**config.mk**
```make
export PLATFORM = sky130hd
export DESIGN_NAME = i2c_dyn_seq
export DESIGN_NICKNAME = d
export VERILOG_FILES = /design/src/rtl/i2c_seq_pkg.sv /design/src/rtl/i2c_seq_fifo.sv /design/src/rtl/i2c_seq_level.sv /design/src/rtl/i2c_seq_fsm.sv /design/src/rtl/i2c_dyn_seq.sv
export SDC_FILE = /design/constraint.sdc
export NUM_CORES = 1
export LEC_CHECK = 0
export BUFFER_PORTS_ARGS = -buffer_cell sky130_fd_sc_hd__buf_2
export CELL_PAD_IN_SITES_DETAIL_PLACEMENT = 1
export CELL_PAD_IN_SITES_GLOBAL_PLACEMENT = 1
export CORE_MARGIN = 4
export CORE_UTILIZATION = 40
export DETAILED_ROUTE_END_ITERATION = 10
export PLACE_DENSITY = 0.71
export REMOVE_ABC_BUFFERS = 1
export SLEW_MARGIN = 10
export SYNTH_ARGS = -nofsm -noshare
export SYNTH_HDL_FRONTEND = slang
export SYNTH_HIERARCHICAL = 1
export SYNTH_SLANG_ARGS = --single-unit
```
**constraint.sdc**
```tcl
create_clock -name clk_i -period 4.2 [get_ports clk_i]
set_input_delay 1.26 -clock clk_i [delete_from_list [all_inputs] [get_ports clk_i]]
set_output_delay 1.26 -clock clk_i [all_outputs]
set_load 0.01 [all_outputs]
```
**src/rtl/i2c_seq_pkg.sv**
```systemverilog
package i2c_seq_pkg;
  localparam int ENTRY_W  = 10;
  localparam int START_B  = 8;
  localparam int STOP_B   = 9;

  typedef enum logic [2:0] {
    CMD_NONE    = 3'd0,
    CMD_START   = 3'd1,
    CMD_RESTART = 3'd2,
    CMD_WRITE   = 3'd3,
    CMD_READ    = 3'd4,
    CMD_STOP    = 3'd5
  } i2c_cmd_e;

  typedef enum logic [2:0] {
    S_IDLE, S_COND, S_WRITE, S_READ, S_FLUSH, S_STOP
  } seq_state_e;
endpackage

```
**src/rtl/i2c_seq_fifo.sv**
```systemverilog
module i2c_seq_fifo #(
  parameter int DEPTH = 16,
  parameter int WIDTH = 10,
  localparam int PTR_W = $clog2(DEPTH),
  localparam int CNT_W = $clog2(DEPTH + 1)
) (
  input  logic             clk_i,
  input  logic             rst_ni,
  input  logic             clr_i,
  input  logic             push_i,
  input  logic [WIDTH-1:0] wdata_i,
  input  logic             pop_i,
  output logic [WIDTH-1:0] head_o,
  output logic [CNT_W-1:0] count_o,
  output logic             full_o,
  output logic             empty_o
);
  logic [WIDTH-1:0] mem [DEPTH];
  logic [PTR_W-1:0] wr_ptr, rd_ptr;
  logic do_push, do_pop;

  assign full_o  = (count_o == CNT_W'(DEPTH));
  assign empty_o = (count_o == '0);
  assign do_push = push_i && !full_o;
  assign do_pop  = pop_i && !empty_o;
  assign head_o  = mem[rd_ptr];

  function automatic logic [PTR_W-1:0] nxt(input logic [PTR_W-1:0] p);
    return (p == PTR_W'(DEPTH - 1)) ? '0 : p + 1'b1;
  endfunction

  always_ff @(posedge clk_i) begin
    if (do_push) mem[wr_ptr] <= wdata_i;
  end

  always_ff @(posedge clk_i or negedge rst_ni) begin
    if (!rst_ni) begin
      wr_ptr  <= '0;
      rd_ptr  <= '0;
      count_o <= '0;
    end else if (clr_i) begin
      wr_ptr  <= '0;
      rd_ptr  <= '0;
      count_o <= '0;
    end else begin
      if (do_push) wr_ptr <= nxt(wr_ptr);
      if (do_pop)  rd_ptr <= nxt(rd_ptr);
      case ({do_push, do_pop})
        2'b10:   count_o <= count_o + 1'b1;
        2'b01:   count_o <= count_o - 1'b1;
        default: ;
      endcase
    end
  end

  assert_no_overflow_R1: assert property (@(posedge clk_i) disable iff (!rst_ni)
    (full_o && push_i && !pop_i && !clr_i) |=> $stable(count_o));
  assert_no_underflow_R1: assert property (@(posedge clk_i) disable iff (!rst_ni)
    pop_i |-> !empty_o);
  assert_clear_empties_R2: assert property (@(posedge clk_i) disable iff (!rst_ni)
    clr_i |=> empty_o);
endmodule

```
**src/rtl/i2c_seq_level.sv**
```systemverilog
module i2c_seq_level #(
  parameter int DEPTH = 16,
  localparam int OCC_W = $clog2(DEPTH),
  localparam int CNT_W = $clog2(DEPTH + 1)
) (
  input  logic [CNT_W-1:0] count_i,
  output logic [OCC_W-1:0] occupancy_o,
  output logic             half_o
);
  logic [CNT_W-1:0] less1;
  assign less1       = count_i - 1'b1;
  assign occupancy_o = (count_i == '0) ? '0 : less1[OCC_W-1:0];
  assign half_o      = (count_i <= CNT_W'(DEPTH / 2));
endmodule

```
**src/rtl/i2c_seq_fsm.sv**
```systemverilog
module i2c_seq_fsm
  import i2c_seq_pkg::*;
(
  input  logic               clk_i,
  input  logic               rst_ni,
  input  logic               enable_i,
  input  logic [ENTRY_W-1:0] head_i,
  input  logic               empty_i,
  output logic               pop_o,
  output logic               cmd_valid_o,
  output logic [2:0]         cmd_o,
  output logic [7:0]         cmd_byte_o,
  output logic               cmd_nack_o,
  input  logic               done_i,
  input  logic               nack_i,
  input  logic [7:0]         rd_data_i,
  output logic               rx_valid_o,
  output logic [7:0]         rx_data_o,
  output logic               tx_err_o,
  output logic               bus_free_o,
  output logic               owned_o
);
  seq_state_e         state;
  logic [ENTRY_W-1:0] cur;
  logic               exp_cnt;
  logic [7:0]         rd_left;
  logic               rd_stop;
  i2c_cmd_e           cmd;

  always_comb begin
    pop_o = 1'b0;
    case (state)
      S_IDLE:  pop_o = enable_i && !empty_i;
      S_FLUSH: pop_o = !empty_i && !head_i[START_B];
      default: ;
    endcase
  end

  always_comb begin
    case (state)
      S_COND:  cmd = owned_o ? CMD_RESTART : CMD_START;
      S_WRITE: cmd = CMD_WRITE;
      S_READ:  cmd = CMD_READ;
      S_STOP:  cmd = CMD_STOP;
      default: cmd = CMD_NONE;
    endcase
  end

  assign cmd_o       = cmd;
  assign cmd_valid_o = (cmd != CMD_NONE);
  assign cmd_byte_o  = (state == S_WRITE) ? cur[7:0] : 8'h00;
  assign cmd_nack_o  = (state == S_READ) && (rd_left == 8'd1);

  always_ff @(posedge clk_i or negedge rst_ni) begin
    if (!rst_ni) begin
      state      <= S_IDLE;
      cur        <= '0;
      exp_cnt    <= 1'b0;
      rd_left    <= '0;
      rd_stop    <= 1'b0;
      owned_o    <= 1'b0;
      rx_valid_o <= 1'b0;
      rx_data_o  <= '0;
      tx_err_o   <= 1'b0;
      bus_free_o <= 1'b0;
    end else begin
      rx_valid_o <= 1'b0;
      tx_err_o   <= 1'b0;
      bus_free_o <= 1'b0;
      case (state)
        S_IDLE: if (enable_i && !empty_i) begin
          cur <= head_i;
          if (exp_cnt) begin
            // entry after a read address is a byte count
            exp_cnt <= 1'b0;
            rd_left <= head_i[7:0];
            rd_stop <= head_i[STOP_B];
            if (head_i[7:0] != 8'd0) state <= S_READ;
            else if (head_i[STOP_B]) state <= S_STOP;
          end else if (head_i[START_B]) begin
            state <= S_COND;
          end else begin
            state <= S_WRITE;
          end
        end
        S_COND: if (done_i) begin
          owned_o <= 1'b1;
          state   <= S_WRITE;
        end
        S_WRITE: if (done_i) begin
          if (nack_i) begin
            tx_err_o <= 1'b1;
            state    <= S_FLUSH;
          end else if (cur[START_B] && cur[0]) begin
            exp_cnt <= 1'b1;
            state   <= S_IDLE;
          end else begin
            state <= cur[STOP_B] ? S_STOP : S_IDLE;
          end
        end
        S_READ: if (done_i) begin
          rx_valid_o <= 1'b1;
          rx_data_o  <= rd_data_i;
          rd_left    <= rd_left - 1'b1;
          if (rd_left == 8'd1) state <= rd_stop ? S_STOP : S_IDLE;
        end
        S_FLUSH: if (empty_i || head_i[START_B]) state <= S_STOP;
        S_STOP: if (done_i) begin
          owned_o    <= 1'b0;
          bus_free_o <= 1'b1;
          state      <= S_IDLE;
        end
        default: state <= S_IDLE;
      endcase
    end
  end

  assert_cmd_stable_R10: assert property (@(posedge clk_i) disable iff (!rst_ni)
    (cmd_valid_o && !done_i) |=> (cmd_valid_o && $stable(cmd_o) && $stable(cmd_byte_o) && $stable(cmd_nack_o)));
  assert_done_in_cmd_R10: assert property (@(posedge clk_i) disable iff (!rst_ni)
    done_i |-> cmd_valid_o);
  assert_err_flush_R8: assert property (@(posedge clk_i) disable iff (!rst_ni)
    tx_err_o |-> (state == S_FLUSH || state == S_STOP));
  assert_free_release_R5: assert property (@(posedge clk_i) disable iff (!rst_ni)
    bus_free_o |-> !owned_o);
  assert_last_read_R6: assert property (@(posedge clk_i) disable iff (!rst_ni)
    (cmd_o == CMD_READ && cmd_nack_o && done_i) |=> (cmd_o != CMD_READ));
  assert_hold_disabled_R3: assert property (@(posedge clk_i) disable iff (!rst_ni)
    (state == S_IDLE && !enable_i) |=> (state == S_IDLE));
endmodule

```
**src/rtl/i2c_dyn_seq.sv**
```systemverilog
module i2c_dyn_seq
  import i2c_seq_pkg::*;
#(
  parameter int DEPTH = 16,
  localparam int OCC_W = $clog2(DEPTH),
  localparam int CNT_W = $clog2(DEPTH + 1)
) (
  input  logic               clk_i,
  input  logic               rst_ni,
  input  logic               enable_i,
  input  logic               fifo_rst_i,
  input  logic               push_i,
  input  logic [ENTRY_W-1:0] push_data_i,
  output logic [OCC_W-1:0]   occupancy_o,
  output logic               full_o,
  output logic               tx_empty_o,
  output logic               tx_half_o,
  output logic               cmd_valid_o,
  output logic [2:0]         cmd_o,
  output logic [7:0]         cmd_byte_o,
  output logic               cmd_nack_o,
  input  logic               done_i,
  input  logic               nack_i,
  input  logic [7:0]         rd_data_i,
  output logic               rx_valid_o,
  output logic [7:0]         rx_data_o,
  output logic               tx_err_o,
  output logic               bus_free_o,
  output logic               bus_owned_o
);
  logic [ENTRY_W-1:0] head;
  logic [CNT_W-1:0]   count;
  logic               pop;

  i2c_seq_fifo #(.DEPTH(DEPTH), .WIDTH(ENTRY_W)) u_fifo (
    .clk_i, .rst_ni,
    .clr_i   (fifo_rst_i),
    .push_i,
    .wdata_i (push_data_i),
    .pop_i   (pop && !fifo_rst_i),
    .head_o  (head),
    .count_o (count),
    .full_o,
    .empty_o (tx_empty_o)
  );

  i2c_seq_level #(.DEPTH(DEPTH)) u_level (
    .count_i     (count),
    .occupancy_o,
    .half_o      (tx_half_o)
  );

  i2c_seq_fsm u_fsm (
    .clk_i, .rst_ni, .enable_i,
    .head_i  (head),
    .empty_i (tx_empty_o),
    .pop_o   (pop),
    .cmd_valid_o, .cmd_o, .cmd_byte_o, .cmd_nack_o,
    .done_i, .nack_i, .rd_data_i,
    .rx_valid_o, .rx_data_o, .tx_err_o, .bus_free_o,
    .owned_o (bus_owned_o)
  );
endmodule

```
Word level (Yosys, flattened, before mapping). Memories as Yosys holds them, arrays and structs flattened. Cells that the tools add are included.

$add $sub $neg: 5. Multiply operators: 0. Div/mod/pow operators: 0. Magnitude comparators: 1. Equal/unequal tests: 22. Shift-type cells: 0. Muxes and demuxes: 49. Bitwise operators: 0. Reduce and logical (&&, ||, !) cells: 29.

Operator list (count): 3-bit 2-to-1 mux (14); 8-bit 2-to-1 mux (4); 4-bit 2-to-1 mux (7); 3-bit one-hot mux with 6 select lines (1); 8-bit one-hot mux with 2 select lines (1); 1-bit 2-to-1 mux (14); 2-bit inequality test, second input constant (7); 3-bit one-hot mux with 4 select lines (1); 5-bit one-hot mux with 2 select lines (1); 2-bit nonzero test (5); 4-bit by 1-bit adder with 4-bit output, second input constant (2); 4-bit == test, second input constant (2); 8-bit by 1-bit == test with 1-bit output, second input constant (1); 8-bit AND reduction (1); 8-bit nonzero test (1); 8-bit by 1-bit subtractor with 8-bit output, second input constant (1); 1-bit logical AND (7); 3-bit by 2-bit == test with 1-bit output, second input constant (2); 3-bit == test, second input constant (2); 2-bit by 1-bit inequality test with 1-bit output, second input constant (3); 1-bit one-hot mux with 2 select lines (3); 3-bit AND reduction (2); 3-bit nonzero test (2); 5-bit by 1-bit adder with 5-bit output, second input constant (1); 16 further kinds (21).

Flip-flop bits (word level): 48. Latch bits: 0. Memory bits (writable): 160. Bits in read-only memories: 0. Input bits: 25. Output and inout bits: 32. Logic and storage cells: 120. Memories: 1.

Memory list: u_fifo.mem (words 16, width 10, read ports 1, clocked after memory_dff 0, write ports 1, RTL line i2c_seq_fifo.sv:18) `logic [WIDTH-1:0] mem [DEPTH];`.

Depth between registers and ports, before layout. Gate-level depths: netlist of run 1.

Word-level depth: 9. Depth in mapped cells: 19. Mapped depth without buffers: 16.

Cells and area by module. The synthesis of run 1 kept the hierarchy.

By module, submodules not included: i2c_seq_fifo (instances 1, cells an instance 427, area each 7145.6 um^2, seq. area each 5129.9 um^2); i2c_seq_fsm (instances 1, cells an instance 186, area each 1889.3 um^2, seq. area each 875.8 um^2); i2c_seq_level (instances 1, cells an instance 15, area each 96.3 um^2, seq. area each 0.0 um^2); i2c_dyn_seq (instances 1, cells an instance 1, area each 13.8 um^2, seq. area each 0.0 um^2).

Worst setup path before layout of run 1. No wires, ideal clock.

Path type: register to register. Start point: register u_fifo.rd_ptr[0]. End point: register u_fifo.count_o[4]. Library setup time: 124 ps. Arrival: 3391 ps. Required time: 4076 ps. Setup slack: 685 ps. Stages on the path, launching flop included: 18. Path buffers: 3. Clock period less this slack: 3515 ps. Path through: dfrtp_1 buf_2 buf_2 mux4_2 a22oi_1 nand2_1 inv_1 mux2i_1 nor4_1 nor2b_4 clkbuf_1 o211ai_2 xnor2_1 ha_1 o31ai_1 o21ai_1 a21oi_1 nor3b_2.

Cells in the longest elaborated chain, start to end: 9. Elaborated cells on any way between the ends: 11. Those cells by class: eq/ne (2); mux (3); reduce/logical (5); memory (1).

RTL lines: start: declaration (RTL line i2c_seq_fifo.sv:19) `logic [PTR_W-1:0] wr_ptr, rd_ptr;`; start signal: assignment (RTL line i2c_seq_fifo.sv:47) `if (do_pop) rd_ptr <= nxt(rd_ptr);`; memory 16 x 10 bit (*); named net head[8] (RTL line i2c_dyn_seq.sv:31) `logic [ENTRY_W-1:0] head;`; 1-bit logical NOT (*) (RTL line i2c_seq_fsm.sv:34) `S_FLUSH: pop_o = !empty_i && !head_i[START_B];`; 1-bit logical AND (*) (RTL line i2c_seq_fsm.sv:34); 1-bit one-hot mux with 2 select lines (*) (RTL line i2c_seq_fsm.sv:32) `case (state)`; named net pop (RTL line i2c_dyn_seq.sv:33) `logic pop;`; 1-bit logical AND (*) (RTL line i2c_dyn_seq.sv:40) `.pop_i (pop && !fifo_rst_i),`; 1-bit logical AND (*) (RTL line i2c_seq_fifo.sv:25) `assign do_pop = pop_i && !empty_o;`; 2-bit by 1-bit == test with 1-bit output / 2-bit == test (equally long branches) (RTL line i2c_seq_fifo.sv:48) `case ({do_push, do_pop})`; 5-bit one-hot mux with 2 select lines (RTL line i2c_seq_fifo.sv:48); 5-bit 2-to-1 mux (RTL line i2c_seq_fifo.sv:41) `end else if (clr_i) begin`; end signal: assignment (RTL line i2c_seq_fifo.sv:49) `2'b10: count_o <= count_o + 1'b1;`; end signal: assignment (RTL line i2c_seq_fifo.sv:50) `2'b01: count_o <= count_o - 1'b1;`; end: declaration (RTL line i2c_seq_fifo.sv:14) `output logic [CNT_W-1:0] count_o,`.

The timed path passes the listed nets; every way through them passes the cells marked *. A chain may end at the register's enable or synchronous reset.

Final worst setup path of run 1.
Start point: register u_fsm.state[2]. End point: output port cmd_byte_o[7].

Cells in the longest elaborated chain, start to end: 2.

RTL lines: start: declaration (RTL line i2c_seq_fsm.sv:23) `seq_state_e state;`; start signal: assignment (RTL line i2c_seq_fsm.sv:98) `state <= cur[STOP_B] ? S_STOP : S_IDLE;`; start signal: assignment (RTL line i2c_seq_fsm.sv:105) `if (rd_left == 8'd1) state <= rd_stop ? S_STOP : S_IDLE;`; 3-bit by 2-bit == test with 1-bit output (RTL line i2c_seq_fsm.sv:51) `assign cmd_byte_o = (state == S_WRITE) ? cur[7:0] : 8'h00;`; 8-bit 2-to-1 mux (RTL line i2c_seq_fsm.sv:51); end: declaration (RTL line i2c_dyn_seq.sv:20) `output logic [7:0] cmd_byte_o,`.

No other way between the ends.

==> impl_metrics.csv, run 1 <==
group,metric,value,unit
synthesis,ys_seq_elements,208,
synthesis,synth-main-ff-cell,"sky130_fd_sc_hd__edfxtp_1",
min_path,hold_path_end,"u_fsm/cur[7]$_DFFE_PN0P_",
synthesis,synth.distinct_cells,69,
critical_path,crit_family,"simple AND/OR/NAND/NOR gates",
layout,areaGrowthSynthToFinish,15.21,%
synthesis,number_of_flops_mapped_to_enable_cells_by_yosys,160,
critical_path,timing.rr.end,"u_fifo/count_o[4]$_DFFE_PN0P_",
layout,layout.cells.most_common_list,"160 x sky130_fd_sc_hd__edfxtp_1, 56 x sky130_fd_sc_hd__buf_2, 47 x sky130_fd_sc_hd__dfrtp_1",
layout,most_frequent_standard_cell_in_the_layout_excluding_fill_and_tap_cells,"sky130_fd_sc_hd__edfxtp_1",
power,post_layout_power,5806,uW
critical_path,worst-r2r-cell-count,16,
timing,worst_clock_skew,13.20,ps
floorplan,die_w,159.2,um
grt,globalRoute.totalOverflow,0,
min_path,worstHoldStart,"u_fsm/cur[7]$_DFFE_PN0P_",
detailed_routing,wire_per_inst,22.87,um
outcome,run_status,"completed",
layout,finish.net_count,738,
grt,via_count_of_the_first_global_routing_pass,5930,
layout,antenna-diode-count,0,
placement,hpwlAfterDp,14900,um
critical_path,cp_cell_sequence,"nor3b_1 -> and2_1 -> buf_2",
detailed_routing,drt-pass1-iter-count,4,
detailed_routing,detail_route.vias_per_cell,5.600,
min_path,min_delay_path_depth,1,
detailed_routing,total_routed_length,22960,um
floorplan,boundaryPins,57,
floorplan,rows,55,
floorplan,full_die_area,25350,um2
clock_network,cts_hold_repair.buffers,0,
timing,finalCriticalPeriod,3776,ps
critical_path,critical_path_arrival,2520,ps
detailed_routing,route.vias.total,5622,
clock_network,clock-sinks,208,
clock_network,clock_insertion_delay_worst_skew,530,ps
critical_path,worst-endpoint-required,2940,ps
synthesis,synth.cell_area,9145,um2
floorplan,chipHeight,159.2,um
flow_run,maxCapViolations,0,
timing,final_hold_viol_count,0,
critical_path,startpoint_type,"register",
timing,finalCritPeriodShare,0.8991,
critical_path,rrSetupSlack,660,ps
synthesis,synthesized_area_divided_by_synthesized_cell_count,14.54,um2
placement,gp_congestion,0.7776,
layout,final_cell_count_no_fill,1004,
timing,worst-slew-pin-transition,1148,ps
power,p_per_area,551.0,nW/um2
clock_network,cts_buffers,23,
grt,antenna_violations_before_repair,1,
grt,overall_routing_resource_usage,0.1784,
timing,setup_viol,0,
critical_path,timing.setup.critical_path_class,"reg -> out",
synthesis,synth_sequential_area_ratio,0.6567,
detailed_routing,drc,0,
synthesis,ys_async_sr_fraction,0.2308,
min_path,hold_class,"reg -> reg",
floorplan,floorplan.core_area,22570,um2
clock_network,buffer_depth_of_the_longest_clock_path,3,
floorplan,start_util,0.4052,
timing,maxSlewHeadroom,0.2328,
placement,placedCellCount,963,
power,power.ir.vdd_worst,0.2340,mV
clock_network,clk_transition_reported_paths,60,ps
synthesis,synthCells,629,
clock_network,h-tree-depth,1,
synthesis,yosysWarnings,6,
detailed_routing,antenna_violating_nets_post_route,0,
clock_network,cts_post_setup_buffers_inserted,0,
timing,grt_setup_unrepaired,"no",
detailed_routing,first_iter_violations,314,
critical_path,reg2reg_start,"u_fifo/rd_ptr[1]$_DFFE_PN0P_",
timing,slew_viols_final,0,
critical_path,timing.critical_path.fanout_max,19,
critical_path,crit_path_top_delay_cell,"sky130_fd_sc_hd__nor3b_1",
layout,final_layout_size_suffix_gt1_frac,0.2559,
placement,portBuffers,56,
power,total_leakage_power,0.003746,uW
critical_path,slowest_delay,1010,ps
critical_path,endpoint_kind,"primary output",
clock_network,cts_tree,"done",
grt,global_route_wire_length_before_repair,35710,um
timing,max_clk_rate,0.2648,GHz
clock_network,ctsRootBufferMaster,"sky130_fd_sc_hd__clkbuf_16",
critical_path,worstPathBufferInverterCount,1,
grt,pin_count_of_the_biggest_net_entering_global_routing,38,
clock_network,post_cts.resized_instances,0,
## registers in the layout, summed over array words and instances, names as in the netlist, 3 cells and up
| name | flops |
|---|---|
| u_fsm/cur | 10 |
| u_fsm/rd_left | 8 |
| u_fsm/rx_data_o | 8 |
| u_fsm/state | 3 |
| u_fifo/mem | 160 |
| u_fifo/wr_ptr | 4 |
| u_fifo/count_o | 5 |
| u_fifo/rd_ptr | 4 |
## layout make-up
class | instances | area, um2
fill | 2252 | 12040
sequential | 208 | 6010
multi-input combinational | 373 | 2904
clock buffer | 30 | 611.8
timing repair buffer | 83 | 483.0
tap | 285 | 356.6
clock inverter | 11 | 118.9
inverter | 14 | 52.55
## power by group
group	total, uW	internal, uW	switching (uW)
combinational	1220	557	662
clock	1960	1150	806
sequential	2630	2410	218
total	5810	4120	1690
## per-layer routing
metal	vias up	share of wire	GRT usage
li1	2561	-	-
met1	2897	0.42	0.2350
met2	145	0.51	0.3152
met3	19	0.063	0.02899
met4	0	0.011	0.03590
met5	-	0	0
## worst max path at each step
stage                     slack, ps                          from  cells after the start                            end
after floorplan                -580  u_fifo/rd_ptr[0]$_DFFE_PN0P_                     14  u_fifo/count_o[4]$_DFFE_PN0P_
after global placement          790  u_fifo/rd_ptr[1]$_DFFE_PN0P_                     14  u_fifo/count_o[4]$_DFFE_PN0P_
after detailed placement        610  u_fifo/rd_ptr[1]$_DFFE_PN0P_                     16  u_fifo/count_o[4]$_DFFE_PN0P_
after CTS                       350    u_fsm/state[2]$_DFFE_PN0P_                      3                  cmd_byte_o[7]
after global routing            230    u_fsm/state[2]$_DFFE_PN0P_                      3                  cmd_byte_o[0]
final                           420    u_fsm/state[2]$_DFFE_PN0P_                      3                  cmd_byte_o[7]
## logic make-up after synthesis
family                     Yosys count  synth area share
DFF                                208            0.6567
and+or+nand+nor                    151           0.08661
AOI/OAI and AO/OA                  123           0.08934
muxes                               83            0.1222
buffers and inverters               48           0.02572
adders and majority gates           10           0.01368
xor gates and xnor gates             6          0.005746
## Yosys cell counts, types with 3 or more instances
cell type	count	area, um2
sky130_fd_sc_hd__buf_2	11	55.05
sky130_fd_sc_hd__o21ai_0	36	180.2
sky130_fd_sc_hd__nor3_1	12	60.06
sky130_fd_sc_hd__xor2_1	4	35.03
sky130_fd_sc_hd__o21a_1	3	22.52
sky130_fd_sc_hd__and2_1	9	56.30
sky130_fd_sc_hd__clkbuf_1	15	56.30
sky130_fd_sc_hd__edfxtp_1	160	4805
sky130_fd_sc_hd__a221oi_1	10	87.58
sky130_fd_sc_hd__mux2i_1	34	340.3
sky130_fd_sc_hd__a31oi_1	3	18.77
sky130_fd_sc_hd__nand2_1	42	157.7
sky130_fd_sc_hd__mux2_2	29	326.6
sky130_fd_sc_hd__nor3b_1	3	22.52
sky130_fd_sc_hd__a21boi_0	3	22.52
sky130_fd_sc_hd__ha_1	10	125.1
sky130_fd_sc_hd__nand3_1	7	35.03
sky130_fd_sc_hd__buf_4	3	22.52
sky130_fd_sc_hd__a21oi_1	28	140.1
sky130_fd_sc_hd__a22o_1	3	26.28
sky130_fd_sc_hd__nand2b_1	6	37.54
sky130_fd_sc_hd__nor2_1	39	146.4
sky130_fd_sc_hd__dfrtp_1	48	1201
sky130_fd_sc_hd__mux4_2	20	450.4
sky130_fd_sc_hd__inv_1	14	52.55
sky130_fd_sc_hd__a22oi_1	11	82.58
sky130_fd_sc_hd__nor4_1	3	18.77
sky130_fd_sc_hd__nor2b_1	8	50.05
sky130_fd_sc_hd__buf_6	4	45.04
## per-stage QoR
stage               TNS [ps]  hold WS (ps)  utilization  worst slack (ps)  cell area [um2]
CTS                        0         505.1       0.4668             349.1            10540
detailed placement         0         491.4       0.4344             612.7             9806
finish                     0         501.2       0.4668             423.8            10540
global route               0         517.8       0.4668             227.2            10540
floorplan              -2295         466.3            -            -583.9             8962
global placement           0         479.0       0.4344             785.2             9806
Note: power is estimated with default switching activity, not from simulation.
==> run 2: changes to the inputs <==
--- a/config.mk
+++ b/config.mk
@@ -5,13 +5,13 @@
 export SDC_FILE = /design/constraint.sdc
 export NUM_CORES = 1
 export LEC_CHECK = 0
-export BUFFER_PORTS_ARGS = -buffer_cell sky130_fd_sc_hd__buf_2
 export CELL_PAD_IN_SITES_DETAIL_PLACEMENT = 1
 export CELL_PAD_IN_SITES_GLOBAL_PLACEMENT = 1
 export CORE_MARGIN = 4
 export CORE_UTILIZATION = 40
 export DETAILED_ROUTE_END_ITERATION = 10
-export PLACE_DENSITY = 0.71
+export DONT_BUFFER_PORTS = 1
+export PLACE_DENSITY = 0.68
 export REMOVE_ABC_BUFFERS = 1
 export SLEW_MARGIN = 10
 export SYNTH_ARGS = -nofsm -noshare
==> constraint.sdc (replaced) <==
create_clock -name clk_i -period 4.6 [get_ports clk_i]
set_input_delay 1.38 -clock clk_i [delete_from_list [all_inputs] [get_ports clk_i]]
set_output_delay 1.38 -clock clk_i [all_outputs]
set_load 0.01 [all_outputs]
==> run 2 against run 1 <==
  * Worst hold slack gained 1.7 ps
  * Critical path type is now reg -> reg
  * Clock power is 12% lower
  * Utilization shrank 1.4 points
  * Largest power group unchanged
  * Routed wire length down 4.6%
  * Final area fell by 3.0%
  * Critical path depth grew 13
  * First-iteration DRC count rose by 38%
==> impl_metrics.csv, run 2 (same netlist as run 1, synthesis figures left out) <==
group,metric,value,unit
min_path,hold_class,"reg -> reg",
floorplan,full_die_area,25350,um2
critical_path,worst_setup_path_startpoint,"u_fifo/rd_ptr[0]$_DFFE_PN0P_",
placement,gp_congestion,0.8166,
floorplan,die_w,159.2,um
power,total_leakage_power,0.003494,uW
clock_network,clock_insertion_delay_worst_skew,510,ps
power,power.ir.vdd_worst,0.2631,mV
detailed_routing,drc,0,
detailed_routing,detail_route.vias_per_cell,5.752,
placement,portBuffers,0,
layout,layout.cells.most_common_list,"160 x sky130_fd_sc_hd__edfxtp_1, 47 x sky130_fd_sc_hd__dfrtp_1, 42 x sky130_fd_sc_hd__nand2_1",
timing,slew_viols_final,0,
timing,finalCriticalPeriod,3806,ps
critical_path,startpoint_type,"register",
timing,worst_clock_skew,25.04,ps
timing,maxSlewHeadroom,0.4639,
timing,worst-slew-pin-transition,799.6,ps
clock_network,buffer_depth_of_the_longest_clock_path,3,
clock_network,ctsRootBufferMaster,"sky130_fd_sc_hd__clkbuf_16",
layout,antenna-diode-count,0,
layout,finish.net_count,679,
critical_path,timing.critical_path.fanout_max,36,
floorplan,floorplan.core_area,22570,um2
layout,reg.largest.list,"u_fifo/mem x160, u_fsm/cur x10",
grt,antenna_violations_before_repair,0,
clock_network,clock-sinks,208,
grt,globalRoute.totalOverflow,0,
floorplan,boundaryPins,57,
floorplan,rows,55,
grt,overall_routing_resource_usage,0.1718,
floorplan,chipHeight,159.2,um
critical_path,timing.setup.critical_path_class,"reg -> reg",
timing,timing.hold.ws,502.9,ps
detailed_routing,first_iter_violations,433,
timing,setup_viol,0,
detailed_routing,route.vias.total,5436,
outcome,run_status,"completed",
layout,areaGrowthSynthToFinish,11.78,%
layout,final_layout_size_suffix_gt1_frac,0.1955,
min_path,worstHoldStart,"u_fsm/cur[4]$_DFFE_PN0P_",
detailed_routing,wire_per_inst,23.18,um
clock_network,cts_hold_repair.buffers,0,
placement,hpwlAfterDp,14130,um
flow_run,maxCapViolations,0,
power,p_per_area,498.6,nW/um2
grt,pin_count_of_the_biggest_net_entering_global_routing,49,
clock_network,cts_buffers,23,
timing,max_clk_rate,0.2627,GHz
detailed_routing,antenna_violating_nets_post_route,0,
critical_path,rrSetupSlack,790,ps
critical_path,critical_path_arrival,4190,ps
grt,global_route_wire_length_before_repair,34550,um
layout,final_core_util,0.4529,
detailed_routing,drt-pass1-iter-count,5,
power,post_layout_power,5097,uW
timing,grt_setup_unrepaired,"no",
layout,final-seq-area,6010,um2
critical_path,reg2reg_start,"u_fifo/rd_ptr[0]$_DFFE_PN0P_",
clock_network,h-tree-depth,1,
timing,finalCritPeriodShare,0.8274,
floorplan,start_util,0.4052,
layout,largest_register_ffs,160,
layout,regMostFlops,"u_fifo/mem",
timing,final_hold_viol_count,0,
layout,num-fill-cells,2248,
layout,multiInputGateArea,2904,um2
clock_network,cts_tree,"done",
critical_path,worst-endpoint-required,4980,ps
detailed_routing,total_routed_length,21900,um
clock_network,cts_post_setup_buffers_inserted,0,
clock_network,post_cts.resized_instances,0,
critical_path,endpoint_kind,"register",
clock_network,clk_transition_reported_paths,60,ps
grt,via_count_of_the_first_global_routing_pass,5810,
layout,most_frequent_standard_cell_in_the_layout_excluding_fill_and_tap_cells,"sky130_fd_sc_hd__edfxtp_1",
-- run 2: cell types whose count changed in the layout (fill, tap and decap cells not counted), sizes merged --
cell      delta
clkbuf       -2
bufinv       -1
clkinv       +5
clkinvlp     -2
buf         -59
-- run 2: power by group --
part	internal, uW	switching [uW]
clock	1020	709
sequential	2200	238
combinational	423	506
-- run 2: cell type report --
| cell class | instances | share of cell area |
|---|---|---|
| clock buffers | 28 | 0.06108 |
| well taps | 285 | 0.03488 |
| repair buffers | 24 | 0.01763 |
| clock inverters | 13 | 0.009302 |
| flip-flops and latches | 208 | 0.5879 |
| inverters | 14 | 0.005141 |
| multi-input cells | 373 | 0.2841 |
-- run 2: critical path, cell delays in order (launching register included) --
cell	delay, ps
sky130_fd_sc_hd__dfrtp_4	840
sky130_fd_sc_hd__mux2_2	400
sky130_fd_sc_hd__o21ai_0	170
sky130_fd_sc_hd__a21oi_1	80
sky130_fd_sc_hd__a22oi_1	180
sky130_fd_sc_hd__nand2_1	160
sky130_fd_sc_hd__inv_1	100
sky130_fd_sc_hd__mux2i_1	70
sky130_fd_sc_hd__nor4_1	180
sky130_fd_sc_hd__nor2b_4	340
sky130_fd_sc_hd__o211ai_2	170
sky130_fd_sc_hd__xnor2_1	170
sky130_fd_sc_hd__ha_1	240
sky130_fd_sc_hd__o31ai_1	210
sky130_fd_sc_hd__o21ai_1	110
sky130_fd_sc_hd__a21oi_1	190
sky130_fd_sc_hd__nor3b_2	70
-- run 2: final timing paths --
kind | end | cells past startpoint
worst max-delay path | u_fifo/count_o[4]$_DFFE_PN0P_ | 16
worst min-delay path | u_fsm/cur[4]$_DFFE_PN0P_ | 1
worst max register to register | u_fifo/count_o[4]$_DFFE_PN0P_ | 16
worst min register to register | u_fsm/cur[4]$_DFFE_PN0P_ | 1
max in group asynchronous | u_fsm/rd_left[4]$_DFFE_PN0P_ | 0
min in group asynchronous | u_fifo/rd_ptr[2]$_DFFE_PN0P_ | 0
-- run 2: layer usage --
layer | vias to the layer above | global-route usage | share of wire
li1 | 2434 | - | -
met1 | 2833 | 0.2327 | 0.44
met2 | 134 | 0.2934 | 0.50
met3 | 35 | 0.03184 | 0.047
met4 | 0 | 0.03432 | 0.017
met5 | - | 0 | 0
-- run 2: through the flow --
step / area, um2 / setup WS, ps / setup TNS (ps) / instances
after floorplan: 8962 / -183.9 / -320.4 / 595
after global placement: 9503 / 943.2 / 0 / 904
after detailed placement: 9503 / 807.3 / 0 / 904
after CTS: 10220 / 776.9 / 0 / 945
after global routing: 10220 / 381.8 / 0 / 945
final: 10220 / 793.9 / 0 / 945
==> run 3: changes to the inputs <==
--- a/config.mk
+++ b/config.mk
@@ -11,7 +11,7 @@
 export CORE_UTILIZATION = 40
 export DETAILED_ROUTE_END_ITERATION = 10
 export DONT_BUFFER_PORTS = 1
-export PLACE_DENSITY = 0.68
+export PLACE_DENSITY = 0.71
 export REMOVE_ABC_BUFFERS = 1
 export SLEW_MARGIN = 10
 export SYNTH_ARGS = -nofsm -noshare
==> constraint.sdc (replaced) <==
create_clock -name clk_i -period 3.5 [get_ports clk_i]
set_input_delay 1.05 -clock clk_i [delete_from_list [all_inputs] [get_ports clk_i]]
set_output_delay 1.05 -clock clk_i [all_outputs]
set_load 0.01 [all_outputs]
==> run 3 against run 2 <==
  * Clock skew is 14 ps lower
  * Global-route usage is 0.55 points lower
  * Worst hold slack worse by 270 ps
  * Final area is 2.3% higher
  * Sequential share of layout area is 1.3 points lower
  * Critical path type unchanged
  * Die area stayed put
  * Largest power group unchanged
  * Routed wire length is 2.5% lower
  * Count of clock-buffer cells in the layout is 5 lower
  * Via count is 0.52% lower
  * Combinational power is 40% higher
  * Highest routed layer unchanged
  * Critical path depth is 5 lower
==> impl_metrics.csv, run 3 (same netlist as run 1, synthesis figures left out) <==
group,metric,value,unit
critical_path,timing.setup.critical_path_class,"reg -> reg",
critical_path,startpoint_type,"register",
floorplan,die_w,159.2,um
floorplan,start_util,0.4052,
power,power_switching,1954,uW
grt,pin_count_of_the_biggest_net_entering_global_routing,49,
timing,worst_clock_skew,10.91,ps
floorplan,chipHeight,159.2,um
layout,finish.net_count,695,
critical_path,rrSetupSlack,210,ps
layout,final_layout_size_suffix_gt1_frac,0.2230,
detailed_routing,detail_route.vias_per_cell,5.622,
critical_path,crit_path_top_delay_cell,"sky130_fd_sc_hd__mux4_2",
power,switching_share_of_total_power,0.2783,
grt,globalRoute.totalOverflow,0,
clock_network,ctsRootBufferMaster,"sky130_fd_sc_hd__clkbuf_16",
power,comb_power_share,0.185,
timing,setup_viol,0,
critical_path,critical_path_arrival,3680,ps
layout,reg.largest.list,"u_fifo/mem x160, u_fsm/cur x10",
flow_run,maxCapViolations,0,
detailed_routing,drt-pass1-iter-count,4,
clock_network,cts_buffers,23,
layout,most_frequent_standard_cell_in_the_layout_excluding_fill_and_tap_cells,"sky130_fd_sc_hd__edfxtp_1",
timing,finalCriticalPeriod,3288,ps
critical_path,endpoint_kind,"register",
layout,largest_register_ffs,160,
detailed_routing,drc,0,
layout,antenna-diode-count,0,
critical_path,crit_family,"simple AND/OR/NAND/NOR gates",
critical_path,slowest_delay,610,ps
clock_network,clk_transition_reported_paths,60,ps
clock_network,cts_hold_repair.buffers,0,
layout,regMostFlops,"u_fifo/mem",
power,total_leakage_power,0.003626,uW
power,internal_power,5067,uW
timing,maxSlewHeadroom,0.4702,
floorplan,rows,55,
grt,overall_routing_resource_usage,0.1663,
floorplan,boundaryPins,57,
outcome,run_status,"completed",
power,power.ir.vdd_worst,0.2715,mV
timing,timing.hold.ws,235.3,ps
timing,finalCritPeriodShare,0.9394,
floorplan,floorplan.core_area,22570,um2
power,pwr-share-seq,0.453,
timing,final_hold_viol_count,0,
layout,num-fill-cells,2226,
detailed_routing,total_routed_length,21350,um
floorplan,full_die_area,25350,um2
power,p_per_area,671.4,nW/um2
detailed_routing,route.vias.total,5408,
detailed_routing,wire_per_inst,22.19,um
clock_network,cts_tree,"done",
clock_network,clock_insertion_delay_worst_skew,510,ps
critical_path,cp_cell_sequence,"buf_4 -> buf_4 -> mux4_2 -> a22oi_1 -> nand2_1 -> nor4_1 -> buf_4 -> nand4_1 -> o211ai_2 -> nor2_1 -> o221a_2",
placement,gp_congestion,0.7920,
timing,slew_viols_final,0,
critical_path,worstPathBufferInverterCount,3,
detailed_routing,antenna_violating_nets_post_route,0,
clock_network,buffer_depth_of_the_longest_clock_path,3,
layout,final_core_util,0.4633,
min_path,hold_class,"in -> async",
critical_path,worst-endpoint-required,3890,ps
clock_network,h-tree-depth,1,
placement,hpwlAfterDp,13990,um
placement,portBuffers,0,
timing,fin_tns_setup,0,ps
layout,areaGrowthSynthToFinish,14.35,%
grt,via_count_of_the_first_global_routing_pass,5839,
power,proportion_of_power_drawn_by_the_clock_network,0.362,
timing,max_clk_rate,0.3041,GHz
grt,global_route_wire_length_before_repair,33710,um
clock_network,clock-sinks,208,
layout,layout.cells.most_common_list,"160 x sky130_fd_sc_hd__edfxtp_1, 47 x sky130_fd_sc_hd__dfrtp_1, 42 x sky130_fd_sc_hd__nand2_1",
grt,antenna_violations_before_repair,0,
timing,worst-slew-pin-transition,794.7,ps
detailed_routing,first_iter_violations,400,
critical_path,crit_top_cell,"sky130_fd_sc_hd__buf_4",
critical_path,timing.critical_path.fanout_max,18,
[run 3: cell types whose count changed in the layout (fill, tap and decap cells not counted), sizes merged]
cell      delta
bufinv       +4
buf         +16
clkinvlp     +2
clkbuf       -5
[run 3: layout make-up]
type | instances | area (um2) | share of cell area
Sequential cell | 208 | 6010 | 0.5747
Multi-Input combinational cell | 373 | 2909 | 0.2782
Clock buffer | 23 | 575.6 | 0.05504
Clock inverter | 19 | 229.0 | 0.02190
Timing Repair Buffer | 40 | 325.3 | 0.03111
Inverter | 14 | 52.55 | 0.005025
Tap cell | 285 | 356.6 | 0.03410
[run 3: per-stage QoR]
step	worst slack, ps	instance area [um2]	cells	total power, uW
floorplan	-1284	8962	595	4135
global placement	224.1	9560	910	4416
detailed placement	72.24	9560	910	4497
CTS	61.97	10360	952	7054
global route	-3.880	10460	962	7377
finish	212.1	10460	962	7022
[run 3: worst paths after layout]
check                                                  start                       endpoint  cells after the start
worst max-delay path            u_fifo/rd_ptr[0]$_DFFE_PN0P_     u_fsm/state[2]$_DFFE_PN0P_                     11
worst min-delay path                                  rst_ni  u_fifo/count_o[1]$_DFFE_PN0P_                      0
worst max register to register  u_fifo/rd_ptr[0]$_DFFE_PN0P_     u_fsm/state[2]$_DFFE_PN0P_                     11
worst min register to register      u_fsm/cur[7]$_DFFE_PN0P_       u_fsm/cur[7]$_DFFE_PN0P_                      1
max in group asynchronous                             rst_ni       u_fsm/cur[7]$_DFFE_PN0P_                      0
min in group clk_i                  u_fsm/cur[7]$_DFFE_PN0P_       u_fsm/cur[7]$_DFFE_PN0P_                      1
[run 3: routing by layer]
layer | up-vias | track usage | wire (um)
li1 | 2473 | - | -
met1 | 2766 | 0.2146 | 9069
met2 | 141 | 0.2895 | 10700
met3 | 28 | 0.03521 | 1248
met4 | 0 | 0.03984 | 329
met5 | - | 0 | 0
[run 3: power by group through the flow]
stage          clock, uW  combinational (uW)  sequential, uW
2_1_floorplan          0                 965            3170
3_3_place_gp           0                1200            3210
3_5_place_dp           0                1260            3230
4_1_cts             2600                1270            3190
5_1_grt             2720                1440            3220
6_report            2540                1300            3180
[run 3: repair_timing]
item	in CTS	in global routing
setup endpoints to repair	0	3
gates resized for setup	0	1
buffers inserted	0	10
endpoints found under the hold margin	0	0
